===== src/rtl/ivc_pkg.sv =====
package ivc_pkg;
  localparam int LVL_W = 3;

  localparam logic [7:0] OFF_SPUR = 8'h10;
  localparam logic [7:0] OFF_SYS  = 8'h12;
  localparam logic [7:0] OFF_ACC0 = 8'h14;
  localparam logic [7:0] OFF_ACC1 = 8'h16;
  localparam logic [7:0] OFF_ACC2 = 8'h18;
  localparam logic [7:0] OFF_I0   = 8'h1A;
  localparam logic [7:0] OFF_X    = 8'hF4;
  localparam logic [7:0] OFF_SWI  = 8'hF6;
  localparam logic [7:0] OFF_TRAP = 8'hF8;

  localparam int NM_SYS  = 0;
  localparam int NM_ACC0 = 1;
  localparam int NM_ACC1 = 2;
  localparam int NM_ACC2 = 3;
  localparam int NM_SWI  = 4;
  localparam int NM_TRAP = 5;
  localparam int NM_N    = 6;

  localparam logic [15:0] BOOT_POR = 16'hFFFE;
  localparam logic [15:0] BOOT_CLK = 16'hFFFC;
  localparam logic [15:0] BOOT_WDG = 16'hFFFA;

  typedef enum logic [1:0] {SRC_SPUR, SRC_NM, SRC_X, SRC_I} src_kind_t;
endpackage


===== src/rtl/ivc_cfg.sv =====
module ivc_cfg
  import ivc_pkg::*;
#(
  parameter int NUM_I = 8,
  parameter int AW    = 4
) (
  input  logic                   clk,
  input  logic                   rst_n,
  input  logic                   we,
  input  logic [AW-1:0]          addr,
  input  logic [7:0]             wdata,
  output logic [7:0]             base_o,
  output logic [NUM_I*LVL_W-1:0] lvl_o,
  output logic [NUM_I-1:0]       route_o
);
  always_ff @(posedge clk or negedge rst_n) begin
    if (!rst_n)                        base_o <= 8'hFF;
    else if (we && addr == AW'(0))     base_o <= wdata;
  end

  for (genvar k = 0; k < NUM_I; k++) begin : g_src
    logic hit;
    assign hit = we && (addr == AW'(k + 1));

    always_ff @(posedge clk or negedge rst_n) begin
      if (!rst_n)   lvl_o[k*LVL_W +: LVL_W] <= LVL_W'(1);
      else if (hit) lvl_o[k*LVL_W +: LVL_W] <= wdata[LVL_W-1:0];
    end

    if (k == NUM_I - 1) begin : g_pin
      assign route_o[k] = 1'b0;
    end else begin : g_routable
      always_ff @(posedge clk or negedge rst_n) begin
        if (!rst_n)   route_o[k] <= 1'b0;
        else if (hit) route_o[k] <= wdata[7];
      end
    end
  end
endmodule


===== src/rtl/ivc_pick.sv =====
module ivc_pick
  import ivc_pkg::*;
#(
  parameter int N  = 8,
  parameter int IW = 3
) (
  input  logic [N-1:0]       en,
  input  logic [N*LVL_W-1:0] lvl,
  output logic               hit,
  output logic [IW-1:0]      idx,
  output logic [LVL_W-1:0]   best
);
  always_comb begin
    hit  = 1'b0;
    idx  = '0;
    best = '0;
    for (int k = 0; k < N; k++) begin
      if (en[k] && lvl[k*LVL_W +: LVL_W] >= best) begin
        hit  = 1'b1;
        idx  = IW'(k);
        best = lvl[k*LVL_W +: LVL_W];
      end
    end
  end
endmodule


===== src/rtl/ivc_lvlstk.sv =====
module ivc_lvlstk
  import ivc_pkg::*;
#(
  parameter int DEPTH = 4
) (
  input  logic             clk,
  input  logic             rst_n,
  input  logic             push,
  input  logic             pop,
  input  logic [LVL_W-1:0] new_lvl,
  output logic [LVL_W-1:0] ipl
);
  logic [LVL_W-1:0] stk [DEPTH];

  always_ff @(posedge clk or negedge rst_n) begin
    if (!rst_n) begin
      ipl <= '0;
      for (int i = 0; i < DEPTH; i++) stk[i] <= '0;
    end else if (push) begin
      ipl    <= new_lvl;
      stk[0] <= ipl;
      for (int i = 1; i < DEPTH; i++) stk[i] <= stk[i-1];
    end else if (pop) begin
      ipl <= stk[0];
      for (int i = 0; i < DEPTH - 1; i++) stk[i] <= stk[i+1];
      stk[DEPTH-1] <= '0;
    end
  end
endmodule


===== src/rtl/ivc_top.sv =====
module ivc_top
  import ivc_pkg::*;
#(
  parameter int NUM_I = 8,
  parameter int STK_D = 4,
  localparam int IW = $clog2(NUM_I),
  localparam int AW = $clog2(NUM_I + 1)
) (
  input  logic             clk,
  input  logic             rst_n,
  input  logic             cfg_we,
  input  logic [AW-1:0]    cfg_addr,
  input  logic [7:0]       cfg_wdata,
  input  logic [NM_N-1:0]  nm_req,
  input  logic             xirq,
  input  logic             xmask,
  input  logic             imask,
  input  logic [NUM_I-1:0] irq,
  output logic             cpu_int,
  output logic [15:0]      cpu_vec,
  input  logic             cpu_fetch,
  input  logic             cpu_rti,
  output logic [LVL_W-1:0] cpu_ipl,
  output logic             cop_valid,
  output logic [IW-1:0]    cop_chan,
  input  logic             cop_ready,
  input  logic [1:0]       rst_cause,
  output logic [15:0]      boot_vec
);
  logic [7:0]             base;
  logic [NUM_I*LVL_W-1:0] lvl;
  logic [NUM_I-1:0]       route;
  logic [NUM_I-1:0]       cpu_en, cop_en, cop_busy;
  logic                   cpu_hit;
  logic [IW-1:0]          cpu_idx;
  logic [LVL_W-1:0]       cpu_best, cop_best;
  logic                   x_ok, cop_take;
  src_kind_t              kind;
  logic [7:0]             off;

  ivc_cfg #(.NUM_I(NUM_I), .AW(AW)) u_cfg (
    .clk(clk), .rst_n(rst_n), .we(cfg_we), .addr(cfg_addr), .wdata(cfg_wdata),
    .base_o(base), .lvl_o(lvl), .route_o(route)
  );

  assign cop_take = cop_valid && cop_ready;

  for (genvar k = 0; k < NUM_I; k++) begin : g_elig
    logic on;
    assign on        = irq[k] && (lvl[k*LVL_W +: LVL_W] != '0);
    assign cpu_en[k] = on && !route[k] && !imask && (lvl[k*LVL_W +: LVL_W] > cpu_ipl);
    assign cop_en[k] = on && route[k] && !cop_busy[k];

    always_ff @(posedge clk or negedge rst_n) begin
      if (!rst_n)                                 cop_busy[k] <= 1'b0;
      else if (!irq[k])                           cop_busy[k] <= 1'b0;
      else if (cop_take && cop_chan == IW'(k))    cop_busy[k] <= 1'b1;
    end
  end

  ivc_pick #(.N(NUM_I), .IW(IW)) u_pick_cpu (
    .en(cpu_en), .lvl(lvl), .hit(cpu_hit), .idx(cpu_idx), .best(cpu_best)
  );

  ivc_pick #(.N(NUM_I), .IW(IW)) u_pick_cop (
    .en(cop_en), .lvl(lvl), .hit(cop_valid), .idx(cop_chan), .best(cop_best)
  );

  assign x_ok = xirq && !xmask;

  always_comb begin
    kind = SRC_NM;
    if      (nm_req[NM_TRAP]) off = OFF_TRAP;
    else if (nm_req[NM_SWI])  off = OFF_SWI;
    else if (nm_req[NM_ACC2]) off = OFF_ACC2;
    else if (nm_req[NM_ACC1]) off = OFF_ACC1;
    else if (nm_req[NM_ACC0]) off = OFF_ACC0;
    else if (nm_req[NM_SYS])  off = OFF_SYS;
    else if (x_ok) begin
      kind = SRC_X;
      off  = OFF_X;
    end else if (cpu_hit) begin
      kind = SRC_I;
      off  = OFF_I0 + (8'(cpu_idx) << 1);
    end else begin
      kind = SRC_SPUR;
      off  = OFF_SPUR;
    end
  end

  assign cpu_vec = {base, off};
  assign cpu_int = (|nm_req) || x_ok || cpu_hit;

  ivc_lvlstk #(.DEPTH(STK_D)) u_stk (
    .clk(clk), .rst_n(rst_n),
    .push(cpu_fetch),
    .pop(cpu_rti && !cpu_fetch),
    .new_lvl((kind == SRC_I) ? cpu_best : cpu_ipl),
    .ipl(cpu_ipl)
  );

  always_comb begin
    case (rst_cause)
      2'd1:    boot_vec = BOOT_CLK;
      2'd2:    boot_vec = BOOT_WDG;
      default: boot_vec = BOOT_POR;
    endcase
  end

  logic unused_ok;
  assign unused_ok = ^cop_best;
endmodule


===== config.mk =====
export PLATFORM = sky130hd
export DESIGN_NAME = ivc_top
export DESIGN_NICKNAME = d
export VERILOG_FILES = /design/src/rtl/ivc_pkg.sv /design/src/rtl/ivc_cfg.sv /design/src/rtl/ivc_pick.sv /design/src/rtl/ivc_lvlstk.sv /design/src/rtl/ivc_top.sv
export SDC_FILE = /design/constraint.sdc
export NUM_CORES = 1
export LEC_CHECK = 0
export BUFFER_PORTS_ARGS = -buffer_cell sky130_fd_sc_hd__buf_2
export CELL_PAD_IN_SITES_DETAIL_PLACEMENT = 1
export CELL_PAD_IN_SITES_GLOBAL_PLACEMENT = 1
export CORE_MARGIN = 2
export CORE_UTILIZATION = 48
export CTS_CLUSTER_DIAMETER = 80
export DETAILED_ROUTE_END_ITERATION = 6
export PLACE_DENSITY_LB_ADDON = 0.25
export SLEW_MARGIN = 5
export SYNTH_ARGS = -nofsm -noshare
export SYNTH_HDL_FRONTEND = slang
export SYNTH_SLANG_ARGS = --single-unit

===== constraint.sdc =====
create_clock -name clk -period 28.7 [get_ports clk]
set_input_delay 0 -clock clk [delete_from_list [all_inputs] [get_ports clk]]
set_output_delay 0 -clock clk [all_outputs]
set_load 0.005 [all_outputs]

# --- Word-level counts from Yosys, hierarchy flattened ---
# Cells that the tools add are included.
word_totals:
  reg_bits: 61
  inputBits: 37
  word_cells: 265
  out_inout_bits: 40
op_classes:
  n_mux: 78
  order_cmp: 22
  eq_ne: 25
  add_sub_neg: 1
  n_reduce_logical: 111
op_table:
  columns: ["op", "count"]
  rows:
  - ["$logic_and 1x1->1", 79]
  - ["$mux 3", 24]
  - ["$mux 8", 7]
  - ["$ge 3x3->1", 13]
  - ["$mux 1", 31]
  - ["$gt 3x3->1", 8]
  - ["$mux 12", 2]
  - ["$mux 2", 12]
  - ["$reduce_bool 3->1", 8]
  - ["$logic_not 1->1", 17]
  - ["$eq 4x3->1 const B", 4]
  - ["$ne 2x1->1 const B", 8]
  - ["$eq 3x3->1 const B", 3]
  - ["$eq 4x2->1 const B", 2]
  - ["$add 5x4->6 const A", 1]
  - ["$eq 3x2->1 const B", 2]
  - ["$mux 6", 1]
  - ["$pmux 3 s2", 1]
  - ["$reduce_or 6->1", 1]
  - ["$eq 2x2->1 const B", 2]
  - ["$eq 4x1->1 const B", 1]
  - ["$eq 4x4->1 const B", 1]
  - ["$logic_not 4->1", 1]
  - ["$eq 3x1->1 const B", 1]
  - ["other kinds (6)", 7]

# --- Logic depth before layout (Yosys ltp) ---
# Gate-level depths: netlist (run 1).
logic_depth:
  depth_word: 39
  ltp_mapped: 60

# --- By module ---
# A second synthesis (run 1) with hierarchy kept.
hier_totals:
  hier_cells: 631
  area_unflattened_um2: 5866.9
modules_own_cells:
  columns: ["mod", "cells_per_inst", "area_per_inst_um2", "seq_area_each_um2", "n_inst"]
  rows:
  - ["ivc_pick", 150, 1077.3, 0.0, 2]
  - ["ivc_cfg", 93, 1587.8, 996.0, 1]
  - ["ivc_top", 173, 1427.6, 200.2, 1]
  - ["ivc_lvlstk", 65, 696.9, 375.4, 1]

# --- Worst setup path before layout (run 1) ---
# Ideal clock, no wire load.
synth_path:
  path_kind: "register to output"
  startpoint: "reg u_stk.ipl[2]"
  endpoint: "out cpu_vec[3]"
  t_required_ps: 28700
  stages_incl_launch_ff: 60
  t_arrival_ps: 10916
  n_path_buf: 1
  setup_slack_ps: 17784
  path_cell_list: "dfrtp_1 inv_1 ha_1 nand2_1 o21ai_0 and3_2 inv_1 ha_1 a21oi_1 o21ai_4 nand2_2 mux2_2 ha_1 nand2b_1 o21ai_0 nor2_1 o211ai_1 nor3b_1 (+24 left out) or4_1 clkbuf_1 nor2_1 a31oi_1 ha_1 nand2b_1 a21oi_1 nor2b_1 o221ai_1 inv_1 nor2_1 o21ai_0 ha_1 inv_1 ha_1 or4_1 o31ai_1 a21o_1"
synth_between:
  elab_chain_len: 34
  word_cells_on_any_way: 62
synth_rtl:
  columns: ["item", "line", "rtl"]
  rows:
  - ["start, declared", "ivc_lvlstk.sv:11", "output logic [LVL_W-1:0] ipl"]
  - ["start signal, assigned", "ivc_lvlstk.sv:20", "ipl <= new_lvl;"]
  - ["start signal, assigned", "ivc_lvlstk.sv:24", "ipl <= stk[0];"]
  - ["$gt 3x3->1", "ivc_top.sv:51", "assign cpu_en[k] = on && !route[k] && !imask && (lvl[k*LVL_W +: LVL_W] > cpu_ipl);"]
  - ["$logic_and 1x1->1", "ivc_top.sv:51", null]
  - ["$logic_and 1x1->1", "ivc_pick.sv:18", "if (en[k] && lvl[k*LVL_W +: LVL_W] >= best) begin"]
  - ["$mux 3", "ivc_pick.sv:18", null]
  - ["$ge 3x3->1", "ivc_pick.sv:18", null]
  - ["$logic_and 1x1->1", "ivc_pick.sv:18", null]
  - ["$mux 3", "ivc_pick.sv:18", null]
  - ["$ge 3x3->1", "ivc_pick.sv:18", null]
  - ["(+18 left out)", null, null]
  - ["$mux 6 *", "ivc_top.sv:82", "end else if (cpu_hit) begin"]
  - ["$mux 8 *", "ivc_top.sv:79", "else if (x_ok) begin"]
  - ["$mux 8 *", "ivc_top.sv:78", "else if (nm_req[NM_SYS]) off = OFF_SYS;"]
  - ["$mux 8 *", "ivc_top.sv:77", "else if (nm_req[NM_ACC0]) off = OFF_ACC0;"]
  - ["$mux 8 *", "ivc_top.sv:76", "else if (nm_req[NM_ACC1]) off = OFF_ACC1;"]
  - ["$mux 8 *", "ivc_top.sv:75", "else if (nm_req[NM_ACC2]) off = OFF_ACC2;"]
  - ["$mux 8 *", "ivc_top.sv:74", "else if (nm_req[NM_SWI]) off = OFF_SWI;"]
  - ["$mux 8 *", "ivc_top.sv:73", "if (nm_req[NM_TRAP]) off = OFF_TRAP;"]
  - ["end, declared", "ivc_top.sv:20", "output logic [15:0] cpu_vec,"]
# Mark *: on every way between the ends. The rest lies on a longest branch, timed or not.

# --- Worst setup path in the final report (run 1) ---
# Same ends and word-level chain as after synthesis.

==> run metrics, run 1 <==
DIE AREA=approximately 0.012 mm²; Cell Count, Final, Fillers Out=between 700 and 800; fin. max-slew vios=0; # diodes=0; largest net degree at the start of global routing=62; Power Density=71.2 mW/mm²; CP dominant cell by count=ha_1; Synth Warn #=0; clk buf depth=2; CTS Sinks=61; Critical Path Stages=58; CP Max Fanout=11; sequential area share after synthesis=0.298; DRT iter0 DRCs=203; core area=0.0104 mm²; largest area contributor in the netlist=dfrtp_1; cell area after layout=0.00593 mm²; Mapped Cells=558; most common cell in the netlist=ha_1; Worst R2R Path Depth=54; Routed WL=about 15000 µm; Clock transition at path regs=0.07 ns; vias in the first global route=approximately 4800; first-pass GRT wire length=24900 µm; fin crit share=0.458; Synth top area share=0.217; initial core utilization=0.499; Buf/Inv on CP=5; Skew-Pair Late Insertion Delay=0.36 ns; synthesized area per cell=between 9 and 10 µm²; Hold/Removal Path Class=primary input to flop; crit path kind=flop to output port; Req. time, crit path=28.70 ns; chip width=108 µm; fmax=76.1 MHz; initial antenna violation count=0; register bit count reported by yosys=61; TritonRoute pass-1 iters=4; Reg2Reg Setup Slack=16.40 ns; type of origin of the critical path=flop; crit path DAT=around 13 ns; final setup skew=0.00700 ns; post-layout min period=13.15 ns; Final ANT Viol Nets=0; total chip power=422 µW; routed len/inst=~20 µm; Worst setup startpoint=u_stk.ipl[2]; cts bufs inserted=9; r2r startpoint=u_stk.ipl[2]; CTS tree=done; Largest delay share family, worst path=simple AND/OR/NAND/NOR gates; Max Cap Viol=0; routability cong.=0.907; area delta synth->final=14.2%; Yosys cell types=~70; VDD IR max=40.2 µV; GRT overflow=0; Vias per Instance=between 5 and 6; post-DP HPWL=11600 µm; Slew @ Worst Pin=~1.1 ns; ranking of synthesized cells by area=dfrtp_1, ha_1, mux2_2; FFs w/ async S/R, synth=1.00; RSZ-0062 raised after global routing=no; Critical Path End=cpu_vec[3]; Rel. slew slack=0.257; status=finished clean; Top FF cell, synth=dfrtp_1; Post-synth EDFFs=0; Layout Nets=730; Placed Area=0.00558 mm²; most frequent cells after synthesis=ha_1, nand2_1, dfrtp_1; Placed Instances=around 740; final hold viol count=0; hold_buf cts=14; input/output buffers=61; critical register-to-register path endpoint=u_stk.ipl[2]; FP Rows=37; Worst setup EP type=output port; I/O Pins=77; CP peak stage delay=0.70 ns; Die Y=108 µm; via count=4570; setup violators final=0; setup TNS=0 ns; Slowest-stage cell, CP=or4_1; postcts setup bufs=0; CTS root buffer=clkbuf_8; post-synthesis cell area=0.00520 mm²; # resized after CTS=0; # DRC=0; layout cells sized above 1=0.262; gr usage total=0.274; total number of H-tree levels=3; P_leak=0.00277 µW
==> metal layers <==
layer	global-route usage	up-vias	wire, µm
li1	-	2158	-
met1	0.358	2254	6710
met2	0.464	131	7180
met3	0.0392	27	911
met4	0.0952	0	391
met5	0	-	0
==> layout by cell type, fill, tap and decap left out, drive strengths merged, types with 10 or more instances in the layout <==
master / n
nor2b: 11
conb: 15
mux2: 42
dfstp: 16
a21o: 16
mux2i: 14
inv: 39
nand2b: 16
a21oi: 29
ha: 61
dlygate4sd3: 14
nand2: 50
o21a: 12
clkbuf: 10
nor2: 23
dfrtp: 45
o31ai: 11
o21ai: 40
buf: 64
==> worst min-delay path by stage <==
| stage | start | cells past startpoint | slack, ns | endpoint |
|---|---|---|---|---|
| detailed placement | rst_n | 2 | 0.22 | u_stk.stk[1] |
| CTS | cfg_wdata[2] | 3 | 0.01 | u_cfg.lvl_o[17] |
| floorplan | rst_n | 0 | -0.30 | cop_busy[0] |
| global route | cfg_wdata[2] | 3 | 0.07 | u_cfg.lvl_o[17] |
| global placement | rst_n | 2 | 0.20 | u_stk.stk[8] |
| finish | cfg_wdata[2] | 3 | 0.03 | u_cfg.lvl_o[17] |
==> cells by family (layout without fill, tap and decap cells) <==
logic type | after synthesis | in the layout | share of synthesized area
AND/OR/NAND/NOR | 163 | 163 | 0.172
AO/OA/AOI/OAI | 149 | 149 | 0.205
buffers and inverters | 66 | 132 | 0.0592
adder cells (fa/ha/maj) | 61 | 61 | 0.147
flip-flops | 61 | 61 | 0.298
multiplexers | 56 | 56 | 0.118
other | 2 | 15 | 0.00145
==> worst reg2reg max path: cells and delay by family, from the launching register on <==
kind / cells / cell delay, ns
flip-flops: 1 / 0.42
AND/OR/NAND/NOR: 20 / 4.26
buffers and inverters: 3 / 0.64
adder cells (fa/ha/maj): 8 / 2.10
AO/OA/AOI/OAI: 22 / 4.45
multiplexers: 1 / 0.32
==> metrics by stage <==
step	worst slack, ns	hold slack (ns)	util
final	15.55	0.0273	0.569
after global routing	14.72	0.0707	0.569
after CTS	15.59	0.0105	0.569
after detailed placement	16.13	0.218	0.535
after global placement	16.63	0.204	0.535
after floorplan	17.78	-0.296	-
==> state kept, by name, summed over array words and instances, names as in the netlist <==
name and cells:
u_stk.ipl 3, cop_busy 7, u_cfg.lvl_o 24, u_cfg.base_o 8
u_stk.stk 12, u_cfg.route_o 7
==> cell type report <==
class	count	area, µm²
well taps	136	170
repair buffers	78	468
flip-flops and latches	61	1550
fillers	1237	4480
inverters	38	143
clock inverters	6	86.3
clock buffers	10	128
multi-input cells	444	3390
==> where the power goes <==
part	internal (µW)	leakage (µW)	total [µW]	switching (µW)
clock	48.9	0.000107	87.3	38.4
sequential	108	0.000752	132	23.5
combinational	91.3	0.00191	203	112
(Power assumes the default switching activity.)
==> inputs of run 2 (changes only) <==
--- a/config.mk
+++ b/config.mk
@@ -5,11 +5,12 @@
 export SDC_FILE = /design/constraint.sdc
 export NUM_CORES = 1
 export LEC_CHECK = 0
+export ABC_AREA = 1
 export BUFFER_PORTS_ARGS = -buffer_cell sky130_fd_sc_hd__buf_2
 export CELL_PAD_IN_SITES_DETAIL_PLACEMENT = 1
 export CELL_PAD_IN_SITES_GLOBAL_PLACEMENT = 1
 export CORE_MARGIN = 2
-export CORE_UTILIZATION = 48
+export CORE_UTILIZATION = 38
 export CTS_CLUSTER_DIAMETER = 80
 export DETAILED_ROUTE_END_ITERATION = 6
 export PLACE_DENSITY_LB_ADDON = 0.25
==> constraint.sdc (replaced) <==
create_clock -name clk -period 11.6 [get_ports clk]
set_input_delay 0 -clock clk [delete_from_list [all_inputs] [get_ports clk]]
set_output_delay 0 -clock clk [all_outputs]
set_load 0.005 [all_outputs]
==> run 2 against run 1 <==
Net effect: cell count rose by 20%; area after synthesis fell by 4.7%; utilization fell by 10 points; global-route usage fell by 5.3 points; wire length fell by 1.6%; via count rose by 3.8%; critical path type unchanged; largest cell class unchanged; highest routed layer unchanged.
==> run metrics, run 2 <==
DIE AREA=0.0140 mm² (+20%); fmax=95.6 MHz; CP peak stage delay=0.40 ns (-0.30 ns); core area=0.0127 mm² (+22%); Worst R2R Path Depth=70 (+30%); CTS root buffer=clkbuf_16; Post-synth EDFFs=0 (unchanged); gr usage total=0.221 (-0.0529); Routed WL=15000 µm (-1.6%); routability cong.=0.818 (-9.8%); Synth top area share=0.227 (+0.0106); most common cell after layout, fill and taps aside=nand2_1; fin crit share=0.902; TritonRoute pass-1 iters=4 (unchanged); type of origin of the critical path=flop; setup violators final=0 (unchanged); Sw Ratio=0.428 (+0.0163); Slew @ Worst Pin=0.838 ns (-0.261 ns); Placed Instances=895 (+20%); worst hold stages=3 (unchanged); post-synthesis cell area=0.00495 mm² (-4.7%); status=finished clean; initial core utilization=0.391 (-0.108); GRT overflow=0 (unchanged); Place WS=1.50 ns (-14.63 ns); synthesized area per cell=7.45 µm² (-20%); Biggest register=u_cfg.lvl_o; P_leak=0.00310 µW (+12%); M2 GR Usage=0.377 (-0.0873); Vias per Instance=5.12 (-13%); # fillers=1641 (+33%); met1 Track Usage GR=0.285 (-0.0738); DRT iter0 DRCs=226 (+11%); hold slack=0.0643 ns (+0.0370 ns); Synth Warn #=0 (unchanged); crit path kind=flop to output port; initial antenna violation count=0 (unchanged); via count=4742 (+3.8%); Hold/Removal Path Class=primary input to flop; Power Density=212 mW/mm² (+200%); CP Max Fanout=10 (-1); # diodes=0 (unchanged); # DRC=0 (unchanged); P_sw=536 µW (+210%); Most Used Layer, Global Route=met2; Req. time, crit path=11.60 ns (-17.10 ns); Final ANT Viol Nets=0 (unchanged); sequential area share after synthesis=0.312 (+0.0146); input/output buffers=61 (unchanged); FFs w/ async S/R, synth=1.00 (unchanged); final hold viol count=0 (unchanged); FP Rows=41 (+11%); first-pass GRT wire length=24900 µm (about the same); I/O Pins=77 (unchanged); top flop regs=u_cfg.lvl_o (24), u_stk.stk (12), u_cfg.base_o (8); largest area contributor in the netlist=dfrtp_1; crit path DAT=10.46 ns (-2.69 ns); post-DP HPWL=11700 µm (+1.5%); Slowest-stage cell, CP=dfrtp_1; ranking of synthesized cells by area=dfrtp_1, ha_1, nand2_1; clk buf depth=2 (unchanged); Clock transition at path regs=0.05 ns (-0.02 ns); CP dominant cell by count=nand2_1; setup TNS=0 ns (unchanged); vias in the first global route=5119 (+5.6%); chip width=118 µm (+9.4%); Mapped Cells=665 (+19%); commonest cells after routing, fill and taps aside=nand2_1, inv_1, o21ai_0; routed len/inst=16.1 µm (-18%); final setup margin=1.14 ns (-14.41 ns); CTS Sinks=61 (unchanged); combinational share of power=0.507 (+0.026); RSZ-0062 raised after global routing=no; part of the power in the clock network=0.234 (+0.027); Rel. slew slack=0.437 (+0.180); Cell Int Power=715 µW (+190%); Skew-Pair Late Insertion Delay=0.33 ns (-0.03 ns); Yosys cell types=43 (-40%); cts bufs inserted=9 (unchanged); layout cells sized above 1=0.184 (-0.0781); Largest register FFs=24 (unchanged); Die Y=118 µm (+9.4%); total number of H-tree levels=3 (unchanged); register bit count reported by yosys=61 (unchanged); post-layout min period=between 10 and 15 ns; largest net degree at the start of global routing=62 (unchanged); area delta synth->final=19.0%; most frequent cells after synthesis=nand2_1, inv_1, o21ai_0; Max Cap Viol=0 (unchanged); final setup skew=0.00343 ns (-0.00357 ns); Worst setup EP type=output port; Top FF cell, synth=dfrtp_1; VDD IR max=115 µV (+190%); fin. max-slew vios=0 (unchanged); met3 global-route usage=0.0381 (-0.00105); Cell Count, Final, Fillers Out=927 (+20%); Layout Nets=848 (+16%); Flop pwr share=0.260 (-0.052); most common cell in the netlist=nand2_1; CTS tree=done
## run 2: changes by cell type in the layout (fill, tap and decap cells not counted), moves of 11 or more
cell | previous run | this run
nand2_1 | 49 | 179
inv_1 | 38 | 84
mux2_2 | 42 | 4
nand3_1 | 6 | 38
o21ai_0 | 38 | 64
nand2b_1 | 16 | 0
nor2_1 | 22 | 38
a21o_1 | 15 | 1
mux2i_1 | 14 | 0
nand2_2 | 1 | 14
nor2b_1 | 11 | 0
## run 2: power by group through the flow
| stage | Combinational (µW) | Sequential, µW | Clock, µW |
|---|---|---|---|
| after global placement | 582 | 323 | 0 |
| final | 634 | 325 | 292 |
| after global routing | 725 | 333 | 307 |
| after detailed placement | 628 | 326 | 0 |
| after floorplan | 454 | 313 | 0 |
| after CTS | 638 | 324 | 298 |
## run 2: cell families after synthesis
logic type | after synthesis | share of synthesized area
simple gates | 303 | 0.276
compound gates | 129 | 0.155
buf+inv | 105 | 0.0922
fa+ha+maj | 61 | 0.154
flops | 61 | 0.312
mux | 4 | 0.00909
other cells | 2 | 0.00152
## run 2: critical path, delay by kind of cell (launching register included)
kind	cells	cell delay (ns)
AO/OA/AOI/OAI	17	2.86
flip-flops	1	0.40
AND/OR/NAND/NOR	31	2.85
adder cells (fa/ha/maj)	10	2.88
buffers and inverters	12	1.07
## run 2: worst paths after layout
check	from	end	slack (ns)
min in group asynchronous	rst_n	u_stk.stk[6]	0.37
worst min-delay path	cop_ready	cop_busy[6]	0.06
max in group asynchronous	rst_n	u_cfg.route_o[4]	10.71
worst min register to register	u_cfg.base_o[2]	u_cfg.base_o[2]	0.49
worst max-delay path	u_stk.ipl[2]	cpu_vec[3]	1.14
worst max register to register	u_stk.ipl[2]	u_stk.ipl[0]	1.96
## run 2: what timing repair did
action	CTS	global route
buffers inserted	0	0
hold buffers	16	0
hold endpoints to repair	62	0
setup endpoints to repair	0	0
gates resized for setup	0	0
## run 2: area by class of cell
| cell class | instances | area (µm²) | area share |
|---|---|---|---|
| Clock buffer | 13 | 260 | 0.0441 |
| Clock inverter | 3 | 67.6 | 0.0115 |
| Inverter | 87 | 328 | 0.0556 |
| Multi-Input combinational cell | 512 | 3000 | 0.509 |
| Sequential cell | 61 | 1550 | 0.262 |
| Tap cell | 172 | 215 | 0.0365 |
| Timing Repair Buffer | 79 | 480 | 0.0815 |
## run 2: stage by stage
stage / instance area, µm² / total power [µW] / utilization
6_report: 5900 / 1250 / 0.465
5_1_grt: 5900 / 1370 / 0.465
4_1_cts: 5900 / 1260 / 0.465
3_5_place_dp: 5410 / 955 / 0.427
3_3_place_gp: 5410 / 905 / 0.427
2_1_floorplan: 5000 / 767 / -
## run 2: layer usage
metal	vias to the layer above	routed length (µm)
li1	2364	-
met1	2273	6900
met2	84	7280
met3	21	525
met4	0	245
met5	-	0
